`src/rtl/mbd_pkg.sv`:
```
package mbd_pkg;

    typedef enum logic [1:0] {
        S_GATHER = 2'd0,
        S_EVAL   = 2'd1,
        S_EMIT   = 2'd2
    } mbd_state_e;

    typedef struct packed {
        logic mc;
        logic inter;
        logic forced;
        logic fixed;
        logic skipped;
    } mbd_dec_t;

endpackage

```
`src/rtl/mbd_mc_select.sv`:
```
module mbd_mc_select #(
    parameter int ERR_W  = 14,
    parameter int MC_NUM = 9,
    parameter int MC_DEN = 8
) (
    input  logic [ERR_W-1:0] best_err,
    input  logic [ERR_W-1:0] zero_err,
    input  logic             mc_disable,
    output logic             mc_ok,
    output logic [ERR_W-1:0] err_use
);
    localparam int PW = ERR_W + $clog2(MC_NUM + MC_DEN + 1) + 1;

    logic [PW-1:0] zero_scaled;
    logic [PW-1:0] best_scaled;

    // Slope test without division: zero*DEN > best*NUM
    always_comb begin
        zero_scaled = PW'(zero_err) * PW'(MC_DEN);
        best_scaled = PW'(best_err) * PW'(MC_NUM);
        mc_ok       = !mc_disable && (zero_scaled > best_scaled);
        err_use     = mc_ok ? best_err : zero_err;
    end

endmodule

```
`src/rtl/mbd_inter_test.sv`:
```
module mbd_inter_test #(
    parameter int ERR_W = 14,
    parameter int THR_W = 8
) (
    input  logic [ERR_W-1:0] err_use,
    input  logic [ERR_W-1:0] var_val,
    input  logic [THR_W-1:0] thr,
    output logic             inter_ok
);
    localparam int SH = ERR_W - THR_W;

    logic [THR_W-1:0] err_hi;
    logic             below_thr;

    always_comb begin
        err_hi    = err_use[ERR_W-1:SH];
        below_thr = err_hi < thr;
        inter_ok  = below_thr || (var_val >= err_use);
    end

endmodule

```
`src/rtl/mbd_refresh_ctr.sv`:
```
module mbd_refresh_ctr #(
    parameter int PERIOD = 61
) (
    input  logic clk,
    input  logic rst_n,
    input  logic advance,
    input  logic enable,
    output logic hit
);
    localparam int CW = $clog2(PERIOD);
    localparam logic [CW-1:0] LAST = CW'(PERIOD - 1);

    logic [CW-1:0] cnt;

    assign hit = enable && (cnt == LAST);

    always_ff @(posedge clk or negedge rst_n) begin
        if (!rst_n) begin
            cnt <= '0;
        end else if (advance && enable) begin
            cnt <= (cnt == LAST) ? '0 : cnt + 1'b1;
        end
    end

    AST_CNT_BOUND: assert property (@(posedge clk) disable iff (!rst_n)
        cnt <= LAST);
    AST_CNT_HOLD: assert property (@(posedge clk) disable iff (!rst_n)
        (advance && !enable) |=> (cnt == $past(cnt)));

endmodule

```
`src/rtl/mbd_mode_decider.sv`:
```
module mbd_mode_decider
    import mbd_pkg::*;
#(
    parameter int ERR_W          = 14,
    parameter int THR_W          = 8,
    parameter int THR_RESET      = 3,
    parameter int REFRESH_PERIOD = 61,
    parameter int MC_NUM         = 9,
    parameter int MC_DEN         = 8
) (
    input  logic             clk,
    input  logic             rst_n,
    input  logic [ERR_W-1:0] best_err,
    input  logic             best_vld,
    input  logic [ERR_W-1:0] zero_err,
    input  logic             zero_vld,
    input  logic [ERR_W-1:0] var_val,
    input  logic             var_vld,
    input  logic             thr_load,
    input  logic [THR_W-1:0] thr_data,
    input  logic             mc_disable,
    input  logic             refresh_off,
    input  logic             fix_mb,
    input  logic             ovr_en,
    input  logic             ovr_intra,
    input  logic             fast_upd_req,
    input  logic             skip_req,
    input  logic             frame_start,
    output logic             dec_valid,
    output logic             mc_used,
    output logic             inter_mode,
    output logic             forced_intra,
    output logic             fixed_out,
    output logic             skipped_out
);
    localparam logic [THR_W-1:0] THR_INIT = THR_W'(THR_RESET);

    mbd_state_e       state, state_nx;
    logic [ERR_W-1:0] best_q, zero_q, var_q;
    logic             have_best, have_zero, have_var;
    logic [THR_W-1:0] thr_q;
    logic             fu_act, skip_act;
    logic             mc_ok, inter_ok, ref_hit, ref_en;
    logic [ERR_W-1:0] err_use;
    mbd_dec_t         dec_nx, dec_q;

    // ---------------- state register ----------------
    always_ff @(posedge clk or negedge rst_n) begin
        if (!rst_n) state <= S_GATHER;
        else        state <= state_nx;
    end

    always_comb begin
        state_nx = state;
        unique case (state)
            S_GATHER: if (have_best && have_zero && have_var) state_nx = S_EVAL;
            S_EVAL:   state_nx = S_EMIT;
            S_EMIT:   state_nx = S_GATHER;
            default:  state_nx = S_GATHER;
        endcase
    end

    // ---------------- measure capture ----------------
    always_ff @(posedge clk or negedge rst_n) begin
        if (!rst_n) begin
            best_q <= '0; zero_q <= '0; var_q <= '0;
            have_best <= 1'b0; have_zero <= 1'b0; have_var <= 1'b0;
        end else if (state == S_GATHER) begin
            if (best_vld) begin best_q <= best_err; have_best <= 1'b1; end
            if (zero_vld) begin zero_q <= zero_err; have_zero <= 1'b1; end
            if (var_vld)  begin var_q  <= var_val;  have_var  <= 1'b1; end
        end else if (state == S_EVAL) begin
            have_best <= 1'b0; have_zero <= 1'b0; have_var <= 1'b0;
        end
    end

    // ---------------- host threshold and frame-scoped latches ----------------
    always_ff @(posedge clk or negedge rst_n) begin
        if (!rst_n) begin
            thr_q    <= THR_INIT;
            fu_act   <= 1'b0;
            skip_act <= 1'b0;
        end else begin
            if (thr_load) thr_q <= thr_data;
            if (frame_start) begin
                fu_act   <= fast_upd_req;
                skip_act <= skip_req;
            end
        end
    end

    // ---------------- datapath submodules ----------------
    mbd_mc_select #(.ERR_W(ERR_W), .MC_NUM(MC_NUM), .MC_DEN(MC_DEN)) u_mc (
        .best_err  (best_q),
        .zero_err  (zero_q),
        .mc_disable(mc_disable),
        .mc_ok     (mc_ok),
        .err_use   (err_use)
    );

    mbd_inter_test #(.ERR_W(ERR_W), .THR_W(THR_W)) u_test (
        .err_use (err_use),
        .var_val (var_q),
        .thr     (thr_q),
        .inter_ok(inter_ok)
    );

    assign ref_en = !skip_act && !fix_mb && !refresh_off;

    mbd_refresh_ctr #(.PERIOD(REFRESH_PERIOD)) u_ref (
        .clk    (clk),
        .rst_n  (rst_n),
        .advance(state == S_EVAL),
        .enable (ref_en),
        .hit    (ref_hit)
    );

    // ---------------- priority resolution ----------------
    always_comb begin
        dec_nx = '0;
        if (skip_act) begin
            dec_nx.skipped = 1'b1;
            dec_nx.inter   = 1'b1;
        end else if (fix_mb) begin
            dec_nx.fixed = 1'b1;
            dec_nx.inter = 1'b1;
        end else begin
            dec_nx.forced = ref_hit && !(ovr_en && !ovr_intra);
            if (fu_act)       dec_nx.inter = 1'b0;
            else if (ovr_en)  dec_nx.inter = !ovr_intra;
            else if (ref_hit) dec_nx.inter = 1'b0;
            else              dec_nx.inter = inter_ok;
            dec_nx.mc = mc_ok && dec_nx.inter;
        end
    end

    // ---------------- output register ----------------
    always_ff @(posedge clk or negedge rst_n) begin
        if (!rst_n) begin
            dec_q     <= '0;
            dec_valid <= 1'b0;
        end else begin
            dec_valid <= (state == S_EVAL);
            if (state == S_EVAL) dec_q <= dec_nx;
        end
    end

    assign mc_used      = dec_q.mc;
    assign inter_mode   = dec_q.inter;
    assign forced_intra = dec_q.forced;
    assign fixed_out    = dec_q.fixed;
    assign skipped_out  = dec_q.skipped;

    // ---------------- assertions ----------------
    AST_VALID_SINGLE: assert property (@(posedge clk) disable iff (!rst_n)
        dec_valid |=> !dec_valid);
    AST_VALID_FROM_EVAL: assert property (@(posedge clk) disable iff (!rst_n)
        (state == S_EVAL) |=> dec_valid);
    AST_MC_INTER: assert property (@(posedge clk) disable iff (!rst_n)
        (dec_valid && mc_used) |-> inter_mode);
    AST_FORCED_INTRA: assert property (@(posedge clk) disable iff (!rst_n)
        (dec_valid && forced_intra) |-> !inter_mode);
    AST_SKIP_TOP: assert property (@(posedge clk) disable iff (!rst_n)
        (dec_valid && skipped_out) |-> (!fixed_out && !mc_used && !forced_intra));
    AST_FIX_NO_MC: assert property (@(posedge clk) disable iff (!rst_n)
        (dec_valid && fixed_out) |-> (!mc_used && !forced_intra && inter_mode));
    AST_MC_DISABLED: assert property (@(posedge clk) disable iff (!rst_n)
        ((state == S_EVAL) && mc_disable) |=> !mc_used);
    AST_FU_INTRA: assert property (@(posedge clk) disable iff (!rst_n)
        ((state == S_EVAL) && fu_act && !skip_act && !fix_mb) |=> !inter_mode);

endmodule

```
`config.mk`:
```
export PLATFORM = sky130hd
export DESIGN_NAME = mbd_mode_decider
export DESIGN_NICKNAME = d
export VERILOG_FILES = /design/src/rtl/mbd_pkg.sv /design/src/rtl/mbd_mc_select.sv /design/src/rtl/mbd_inter_test.sv /design/src/rtl/mbd_refresh_ctr.sv /design/src/rtl/mbd_mode_decider.sv
export SDC_FILE = /design/constraint.sdc
export NUM_CORES = 1
export LEC_CHECK = 0
export CORE_ASPECT_RATIO = 1.4
export CORE_MARGIN = 5
export CORE_UTILIZATION = 54
export CTS_CLUSTER_SIZE = 10
export DETAILED_ROUTE_END_ITERATION = 7
export GPL_ROUTABILITY_DRIVEN = 0
export PLACE_DENSITY = 0.92
export SLEW_MARGIN = 15
export SYNTH_ARGS = -nofsm -noshare
export SYNTH_HDL_FRONTEND = slang
export SYNTH_SLANG_ARGS = --single-unit
```
`constraint.sdc`:
```
create_clock -name clk -period 9 [get_ports clk]
set_input_delay 2.25 -clock clk [delete_from_list [all_inputs] [get_ports clk]]
set_output_delay 2.25 -clock clk [all_outputs]
set_load 0.01 [all_outputs]
```
=== Word level (Yosys, flattened, before mapping) ===
Cells that the tools add are included.

* Divide/modulo/power cells: 0
* Equal/unequal tests: 6
* Bitwise gates (word level): 0
* Mux-type cells: 24
* Magnitude comparators: 3
* Shifts and indexed selects: 0
* $add $sub $neg: 1
* Reduce and logical (&&, ||, !) cells: 25
* $mul: 1

{| class="wikitable"
|+ Operators by type and width
! cell !! number
|-
| $mux 1 || 19
|-
| $gt 17x18->1 || 1
|-
| $mul 14x4->18 const B || 1
|-
| $ge 14x14->1 || 1
|-
| $mux 14 || 1
|-
| $reduce_and 2->1 || 6
|-
| $logic_and 1x1->1 || 10
|-
| $lt 8x8->1 || 1
|-
| $ne 2x2->1 const B || 4
|-
| $add 6x1->6 const B || 1
|-
| $eq 6x6->1 const B || 1
|-
| $logic_not 1->1 || 6
|-
| $mux 6 || 1
|-
| $mux 2 || 2
|-
| $pmux 2 s2 || 1
|-
| $eq 2x1->1 const B || 1
|-
| $logic_not 2->1 || 1
|-
| $reduce_bool 2->1 || 1
|-
| $logic_or 1x1->1 || 1
|}

* Memories kept: 0
* Bits of input ports: 64
* Logic and storage cells: 77
* Bits in latches: 0
* ROM bits: 0
* Output and inout bits: 6
* Bits in registers: 69
* RAM bits: 0

=== Longest topological paths before layout ===
Gate-level depths: netlist of run 1.

* Depth in word-level cells: 14
* Depth in mapped cells: 29
* Depth with buffers taken out: 28

=== Cells and area by module ===
A second synthesis of run 1 with hierarchy kept.

* Cell total of the unflattened synthesis: 394
* Area total of the unflattened synthesis: 4,610.7 µm²

{| class="wikitable"
|+ By module, submodules not included
! module !! times used !! cells an instance !! area each (µm²)
|-
| mbd_mode_decider || 1 || 149 || 2,522.4
|-
| mbd_mc_select || 1 || 137 || 1,214.9
|-
| mbd_inter_test || 1 || 70 || 524.3
|-
| mbd_refresh_ctr || 1 || 38 || 349.1
|}

=== Least setup slack after synthesis of run 1 ===
OpenSTA, ideal clock, no wires.

* Path kind: register to register
* Start: register best_q[1]
* End: register dec_q (netlist bit inter_mode)
* Arrival: 6.141 ns
* Cell stages (with the launch flop): 30
* Period minus slack after synthesis: 6.227 ns
* Setup time: 0.086 ns
* Path slack: 2.773 ns
* Data required time: 8.914 ns
* Cell sequence: dfrtp_1 -> ha_1 -> ha_1 -> fa_1 -> a21o_1 -> a21oi_1 -> o21bai_1 -> a21oi_1 -> o21ba_2 -> o21ai_1 -> nor4b_1 -> nor4b_1 -> ha_1 -> and3_1 -> a221o_1 -> a21oi_1 -> a211oi_4 -> nand2_2 -> buf_2 -> nor2_1 -> a21o_1 -> ha_1 -> and3_1 -> a221o_1 -> a21oi_1 -> a22oi_1 -> or4b_1 -> nand4_1 -> a211oi_2 -> o221ai_2

* Word-level cells in the longest chain between the ends: 13
* Elaborated cells between the ends (all ways): 14
* Those cells by class: 1 x mul; 3 x order compare; 8 x mux; 2 x reduce/logical

{| class="wikitable"
|+ RTL lines
! item !! RTL line !! text
|-
| start: declaration || mbd_mode_decider.sv:39 || <nowiki>logic [ERR_W-1:0] best_q, zero_q, var_q;</nowiki>
|-
| start signal: assignment || mbd_mode_decider.sv:66 || <nowiki>best_q <= '0; zero_q <= '0; var_q <= '0;</nowiki>
|-
| start signal: assignment || mbd_mode_decider.sv:69 || <nowiki>if (best_vld) begin best_q <= best_err; have_best <= 1'b1; end</nowiki>
|-
| $mul 14x4->18 || mbd_mc_select.sv:20 || <nowiki>best_scaled = PW'(best_err) * PW'(MC_NUM);</nowiki>
|-
| $gt 17x18->1 || mbd_mc_select.sv:21 || <nowiki>mc_ok = !mc_disable && (zero_scaled > best_scaled);</nowiki>
|-
| $logic_and 1x1->1 || mbd_mc_select.sv:21 ||
|-
| $mux 14 * || mbd_mc_select.sv:22 || <nowiki>err_use = mc_ok ? best_err : zero_err;</nowiki>
|-
| $ge 14x14->1 / $lt 8x8->1 (equally long branches) || mbd_inter_test.sv:18, mbd_inter_test.sv:17 ||
|-
| $logic_or 1x1->1 * || mbd_inter_test.sv:18 || <nowiki>inter_ok = below_thr || (var_val >= err_use);</nowiki>
|-
| $mux 1 * || mbd_mode_decider.sv:131 || <nowiki>else if (ref_hit) dec_nx.inter = 1'b0;</nowiki>
|-
| $mux 1 * || mbd_mode_decider.sv:130 || <nowiki>else if (ovr_en) dec_nx.inter = !ovr_intra;</nowiki>
|-
| $mux 1 * || mbd_mode_decider.sv:129 || <nowiki>if (fu_act) dec_nx.inter = 1'b0;</nowiki>
|-
| $mux 1 * || mbd_mode_decider.sv:124 || <nowiki>end else if (fix_mb) begin</nowiki>
|-
| $mux 1 * || mbd_mode_decider.sv:121 || <nowiki>if (skip_act) begin</nowiki>
|-
| $mux 1 * || mbd_mode_decider.sv:124 ||
|-
| $mux 1 * || mbd_mode_decider.sv:121 ||
|-
| end signal: assignment || mbd_mode_decider.sv:144 || <nowiki>if (state == S_EVAL) dec_q <= dec_nx;</nowiki>
|-
| end: declaration || mbd_mode_decider.sv:45 || <nowiki>mbd_dec_t dec_nx, dec_q;</nowiki>
|}

Mark *: on every way between the ends. The rest lies on a longest branch, timed or not. The select of a mux whose other input is x is not followed.
A chain may end at the register's enable or synchronous reset.

=== Worst setup path after layout of run 1 ===
Ends and elaborated chain as after synthesis.

==> metrics, run 1 <==
routed wl met3 498 microns; Worst Setup Start Kind register; hpwl dp 7980 microns; drt wl/cell 17.9 microns; Fmax achieved 142 MHz; FF/Latch Area 1730 sq um; Final Hold Violating Endpoints 0; setup violators final 0; number of synthesized flops with an enable pin 0; DRT Pass-1 Iters 4; clk_lat worst skew 0.34 ns; Mapped Area 4410 sq um; commonest non-fill, non-tap cell in the layout clkdlybuf4s50_1; Sink Count 69; period utilisation layout 78.1%; # fillers 592; CP required 9.26 ns; Crit Path Max Fanout 15; critical setup path kind reg2reg; # rows 39; min Tclk post-route 7.03 ns; Via Count 3,435; largest net degree at the start of global routing 70; Peak supply drop 0.317 mV; Clk pin slew, worst setup/hold paths 0.06 ns; most frequent cells in the layout clkdlybuf4s50_1 (68), dfrtp_1 (67), ha_1 (57), mux2_2 (45), inv_1 (28); post-synth cell types 54; Die H 117 microns; combinational power share 63.5%; initial core utilization 54.7%; final slew viol count 0; H-tree levels 3; number of global-route vias before repair 3,712; Clock Root Buffer clkbuf_16; clk_skew 0.00719 ns; pin slew with the least headroom to its limit 1.06 ns; Setup Fix Bufs, Post-CTS 0; core area 8050 sq um; Seq/Total Area, Yosys 39.3%; gr usage total 22.4%; power density cells 462 nW/um^2; Routed WL 10,500 microns; syn_nets 532; 1st-iter DRT viols 140; Primary FF master, synth dfrtp_1; first-pass GRT wire length 17,300 microns; number of port buffers 69; Synth Instances 410; synth warn 0; cell leakage power 2.50 nW; Vias/cell 5.84; TritonCTS Buffers 9; post-route ant nets 0; RSZ-0062 raised after global routing no; share of cells above drive strength 1 14.6%; total negative slack 0 ns; Rel. slew slack 28.8%; CP endpoint kind register; Sequential Power Share 22.3%; multi-input logic area 2520 sq um; max cap viols 0; antenna violations before repair 0; CTS max path bufs 2; num ports 70; Die W 86.3 microns; Int Pwr 1.44 mW; Die ar. 10,100 sq um; grt total ovfl 0; outcome completed; WL met1 4020 microns; syn avg cell area 10.7 sq um; met2 wire len 5600 microns; Post-CTS Hold Fix Bufs 0; final net count 603; switching part of the total 43.1%; Highest Signal Layer met4; worst hold-check path type reg2reg; Remaining DRCs 0; worst path arrival time 7.29 ns; Layout area overhead 24.6%; antenna cells 0; Net Sw Power 1.09 mW; final setup margin 1.97 ns; synthesized flop and latch total 69; ys async rst share 100%; Post-Place Setup Slack 2.08 ns; post-CTS sizing 0; clock share of power 14.2%; CTS tree done
==> final timing paths <==
path | startpoint | endpoint | slack, ns | cells after the start
min | have_best | have_best | 0.47 | 1
max reg2reg | best_q[1] | inter_mode | 1.97 | 27
max | best_q[1] | inter_mode | 1.97 | 27
max in group asynchronous | rst_n | best_q[4] | 6.33 | 2
min in group asynchronous | rst_n | forced_intra | 2.11 | 2
min reg2reg | have_best | have_best | 0.47 | 1
==> layout make-up <==
type | instances | area share, %
clock buffers | 13 | 4.74
clock inverters | 3 | 0.798
inverters | 30 | 2.05
multi-input cells | 301 | 46.0
flip-flops and latches | 69 | 31.5
well taps | 102 | 2.32
repair buffers | 70 | 12.6
==> kinds of logic (layout without fill, tap and decap cells) <==
kind of cell | Yosys count | count (layout) | share of synthesized area, %
and+or+nand+nor | 91 | 91 | 11.2
AOI/OAI and AO/OA | 86 | 86 | 13.3
DFF | 69 | 69 | 39.3
muxes | 56 | 56 | 14.1
adders and majority gates | 58 | 58 | 16.6
buffers and inverters | 40 | 116 | 3.47
xor gates and xnor gates | 10 | 10 | 1.99
==> critical path, cell delays in order, from the launching register on <==
cell and delay [ns]:
dfrtp_1 0.41, ha_1 0.31, ha_1 0.26, fa_1 0.42, a21o_1 0.18, a21oi_1 0.21, o21bai_1 0.09, a21oi_1 0.23
o21ba_2 0.17, o21ai_1 0.10, nor4b_1 0.16, nor4b_1 0.32, ha_1 0.30, and3_1 0.21, and3_1 0.18, and3_1 0.17
a211oi_4 0.38, nand2_2 0.32, mux2_1 0.43, ha_1 0.30, a21o_1 0.16, a221o_1 0.34, a21oi_1 0.25, a22oi_1 0.15
or4b_1 0.50, nand4_1 0.15, a211oi_2 0.06, o221ai_2 0.17
==> power by group through the flow <==
stage | Clock [mW] | Sequential [mW] | Combinational (mW)
2_1_floorplan | 0 | 0.523 | 1.23
3_3_place_gp | 0 | 0.558 | 1.48
3_5_place_dp | 0 | 0.569 | 1.58
4_1_cts | 0.365 | 0.566 | 1.61
5_1_grt | 0.376 | 0.585 | 1.80
6_report | 0.360 | 0.567 | 1.61
==> state kept, by name, indices dropped and copies added (netlist names), 2 cells and up <==
signal / count
best_q: 14
var_q: 14
zero_q: 14
thr_q: 8
u_ref.cnt: 6
state: 2
==> per-layer routing <==
metal  global-route usage [%]  vias up
met5                        0        -
met4                     13.5        0
met3                     3.50       26
met2                     41.2      112
met1                     23.8     1654
li1                         -     1643
==> through the flow <==
stage	utilization (%)	total power [mW]	std cells	hold slack [ns]	area, sq um
finish	68.2	2.54	588	0.472	5490
global route	68.2	2.76	588	0.497	5490
CTS	68.2	2.54	588	0.471	5490
detailed placement	64.4	2.15	572	0.459	5190
global placement	64.4	2.03	572	0.454	5190
floorplan	-	1.75	410	0.442	4410
==> synthesized netlist by cell type (6+ instances only) <==
master | count | area [sq um]
a21o_1 | 12 | 90.1
a21oi_1 | 15 | 75.1
and3_1 | 6 | 37.5
clkbuf_1 | 8 | 30.0
dfrtp_1 | 67 | 1680
ha_1 | 57 | 713
inv_1 | 28 | 105
mux2_2 | 45 | 507
mux2i_1 | 6 | 60.1
nand2_1 | 24 | 90.1
nand2b_1 | 7 | 43.8
nor2_1 | 14 | 52.6
o21ai_0 | 23 | 115
xnor2_1 | 8 | 70.1
(Power assumes the default switching activity.)
==> inputs of run 2 (changes only) <==
==> constraint.sdc (replaced) <==
create_clock -name clk -period 7.3 [get_ports clk]
set_input_delay 1.825 -clock clk [delete_from_list [all_inputs] [get_ports clk]]
set_output_delay 1.825 -clock clk [all_outputs]
set_load 0.01 [all_outputs]
==> metrics, run 2 (synthesis results as in run 1) <==
outcome completed (unchanged); post-CTS sizing 0 (unchanged); first-pass GRT wire length 17,400 microns (was 17,300 microns); power density cells 569 nW/um^2 (was 462 nW/um^2); pin slew with the least headroom to its limit 0.860 ns (was 1.06 ns); biggest regs best_q (14), var_q (14), zero_q (14) (unchanged); Die W 86.3 microns (unchanged); Via Count 3,433 (was 3,435); met1 Use GR 24.4% (was 23.8%); Crit Path Max Fanout 15 (unchanged); CP required 7.56 ns (was 9.26 ns); CP endpoint kind register (unchanged); DRT Pass-1 Iters 4 (unchanged); CP max stage delay 0.49 ns (was 0.50 ns); worst hold-check path type reg2reg (unchanged); CP Buf/Inv Count 0 (unchanged); Post-CTS Hold Fix Bufs 0 (unchanged); final slew viol count 0 (unchanged); Net Sw Power 1.35 mW (was 1.09 mW); total negative slack 0 ns (unchanged); Remaining DRCs 0 (unchanged); Final Cell Area 5500 sq um (was 5490 sq um); core area 8050 sq um (unchanged); Int Pwr 1.78 mW (was 1.44 mW); grt total ovfl 0 (unchanged); min Tclk post-route 6.92 ns (was 7.03 ns); most frequent cells in the layout clkdlybuf4s50_1 (68), dfrtp_1 (67), ha_1 (57), mux2_2 (45), inv_1 (28) (unchanged); CTS max path bufs 2 (unchanged); Sequential Power Share 22.4% (was 22.3%); post-route ant nets 0 (unchanged); met2 usage 40.0% (was 41.2%); clk_skew 0.00598 ns (was 0.00719 ns); Peak supply drop 0.353 mV (was 0.317 mV); antenna violations before repair 0 (unchanged); H-tree levels 3 (unchanged); Routed WL 10,600 microns (was 10,500 microns); TritonCTS Buffers 9 (unchanged); number of port buffers 69 (unchanged); Layout area overhead 24.9% (was 24.6%); Die H 117 microns (unchanged); clk_lat worst skew 0.34 ns (about the same); Setup Fix Bufs, Post-CTS 0 (unchanged); number of global-route vias before repair 3,722 (was 3,712); switching part of the total 43.1% (about the same); final net count 603 (unchanged); Die ar. 10,100 sq um (unchanged); share of cells above drive strength 1 14.8% (was 14.6%); 1st-iter DRT viols 164 (was 140); critical setup path kind reg2reg (unchanged); worst path arrival time 7.18 ns (was 7.29 ns); global routing usage on met3 3.85% (was 3.50%); Clock Root Buffer clkbuf_16 (unchanged); Clk pin slew, worst setup/hold paths 0.05 ns (was 0.06 ns); Fmax achieved 144 MHz (was 142 MHz); largest net degree at the start of global routing 70 (unchanged); Vias/cell 5.84 (about the same); Placed Area 5190 sq um (unchanged); hpwl dp 7920 microns (was 7980 microns); Rel. slew slack 42.7% (was 28.8%); gr usage total 22.4% (about the same); RSZ-0062 raised after global routing no (unchanged); num ports 70 (unchanged); drt wl/cell 17.9 microns (about the same); crit-path leading delay family compound AO/OA/AOI/OAI gates (unchanged); combinational power share 63.5% (about the same); Worst Setup Start Kind register (unchanged); initial core utilization 54.7% (unchanged); # rows 39 (unchanged); slowest CP cell or4b_1 (unchanged); period utilisation layout 94.8% (was 78.1%); max cap viols 0 (unchanged); CTS tree done (unchanged); Final Hold Violating Endpoints 0 (unchanged); clock share of power 14.1% (was 14.2%); antenna cells 0 (unchanged); setup violators final 0 (unchanged); register-to-register setup slack 0.38 ns (was 1.97 ns); cell leakage power 2.50 nW (about the same); Sink Count 69 (unchanged); GRT Max-Usage Layer met2 (unchanged); CP most frequent cell ha_1 (unchanged); commonest non-fill, non-tap cell in the layout clkdlybuf4s50_1 (unchanged)
-- run 2: cell counts in the layout (fill, tap and decap cells not counted) --
No cell type changed its count.
-- run 2: cell type report --
class                   instances  area [sq um]
fillers                       582          2550
multi-input cells             301          2530
flip-flops and latches         69          1730
repair buffers                 70           693
clock buffers                  13           260
well taps                     102           128
inverters                      30           113
clock inverters                 3          43.8
-- run 2: final timing paths --
check / from / end / depth (start not counted)
setup / recovery: best_q[1] / inter_mode / 27
hold / removal: have_best / have_best / 1
setup reg to reg: best_q[1] / inter_mode / 27
hold reg to reg: have_best / have_best / 1
max in group asynchronous: rst_n / best_q[3] / 2
min in group asynchronous: rst_n / thr_q[7] / 2
-- run 2: power by group through the flow --
stage | registers, mW | clock network, mW | logic [mW]
3_3_place_gp | 0.687 | 0 | 1.82
3_5_place_dp | 0.701 | 0 | 1.94
4_1_cts | 0.697 | 0.447 | 1.98
2_1_floorplan | 0.645 | 0 | 1.51
5_1_grt | 0.720 | 0.466 | 2.23
6_report | 0.701 | 0.441 | 1.99
-- run 2: through the flow --
stage / total power, mW / instances / util (%) / hold WS [ns] / setup slack, ns
after CTS: 3.12 / 588 / 68.2 / 0.471 / 0.347
after floorplan: 2.16 / 410 / - / 0.442 / 1.07
after global placement: 2.51 / 572 / 64.4 / 0.454 / 0.683
final: 3.13 / 588 / 68.3 / 0.470 / 0.378
after global routing: 3.42 / 588 / 68.3 / 0.501 / 0.0637
after detailed placement: 2.64 / 572 / 64.4 / 0.459 / 0.440
-- run 2: layer usage --
layer  vias up  part of all wire (%)
met5         -                     0
met4         0                   3.5
met3        30                   5.5
met2       104                    53
met1      1655                    38
li1       1644                     -
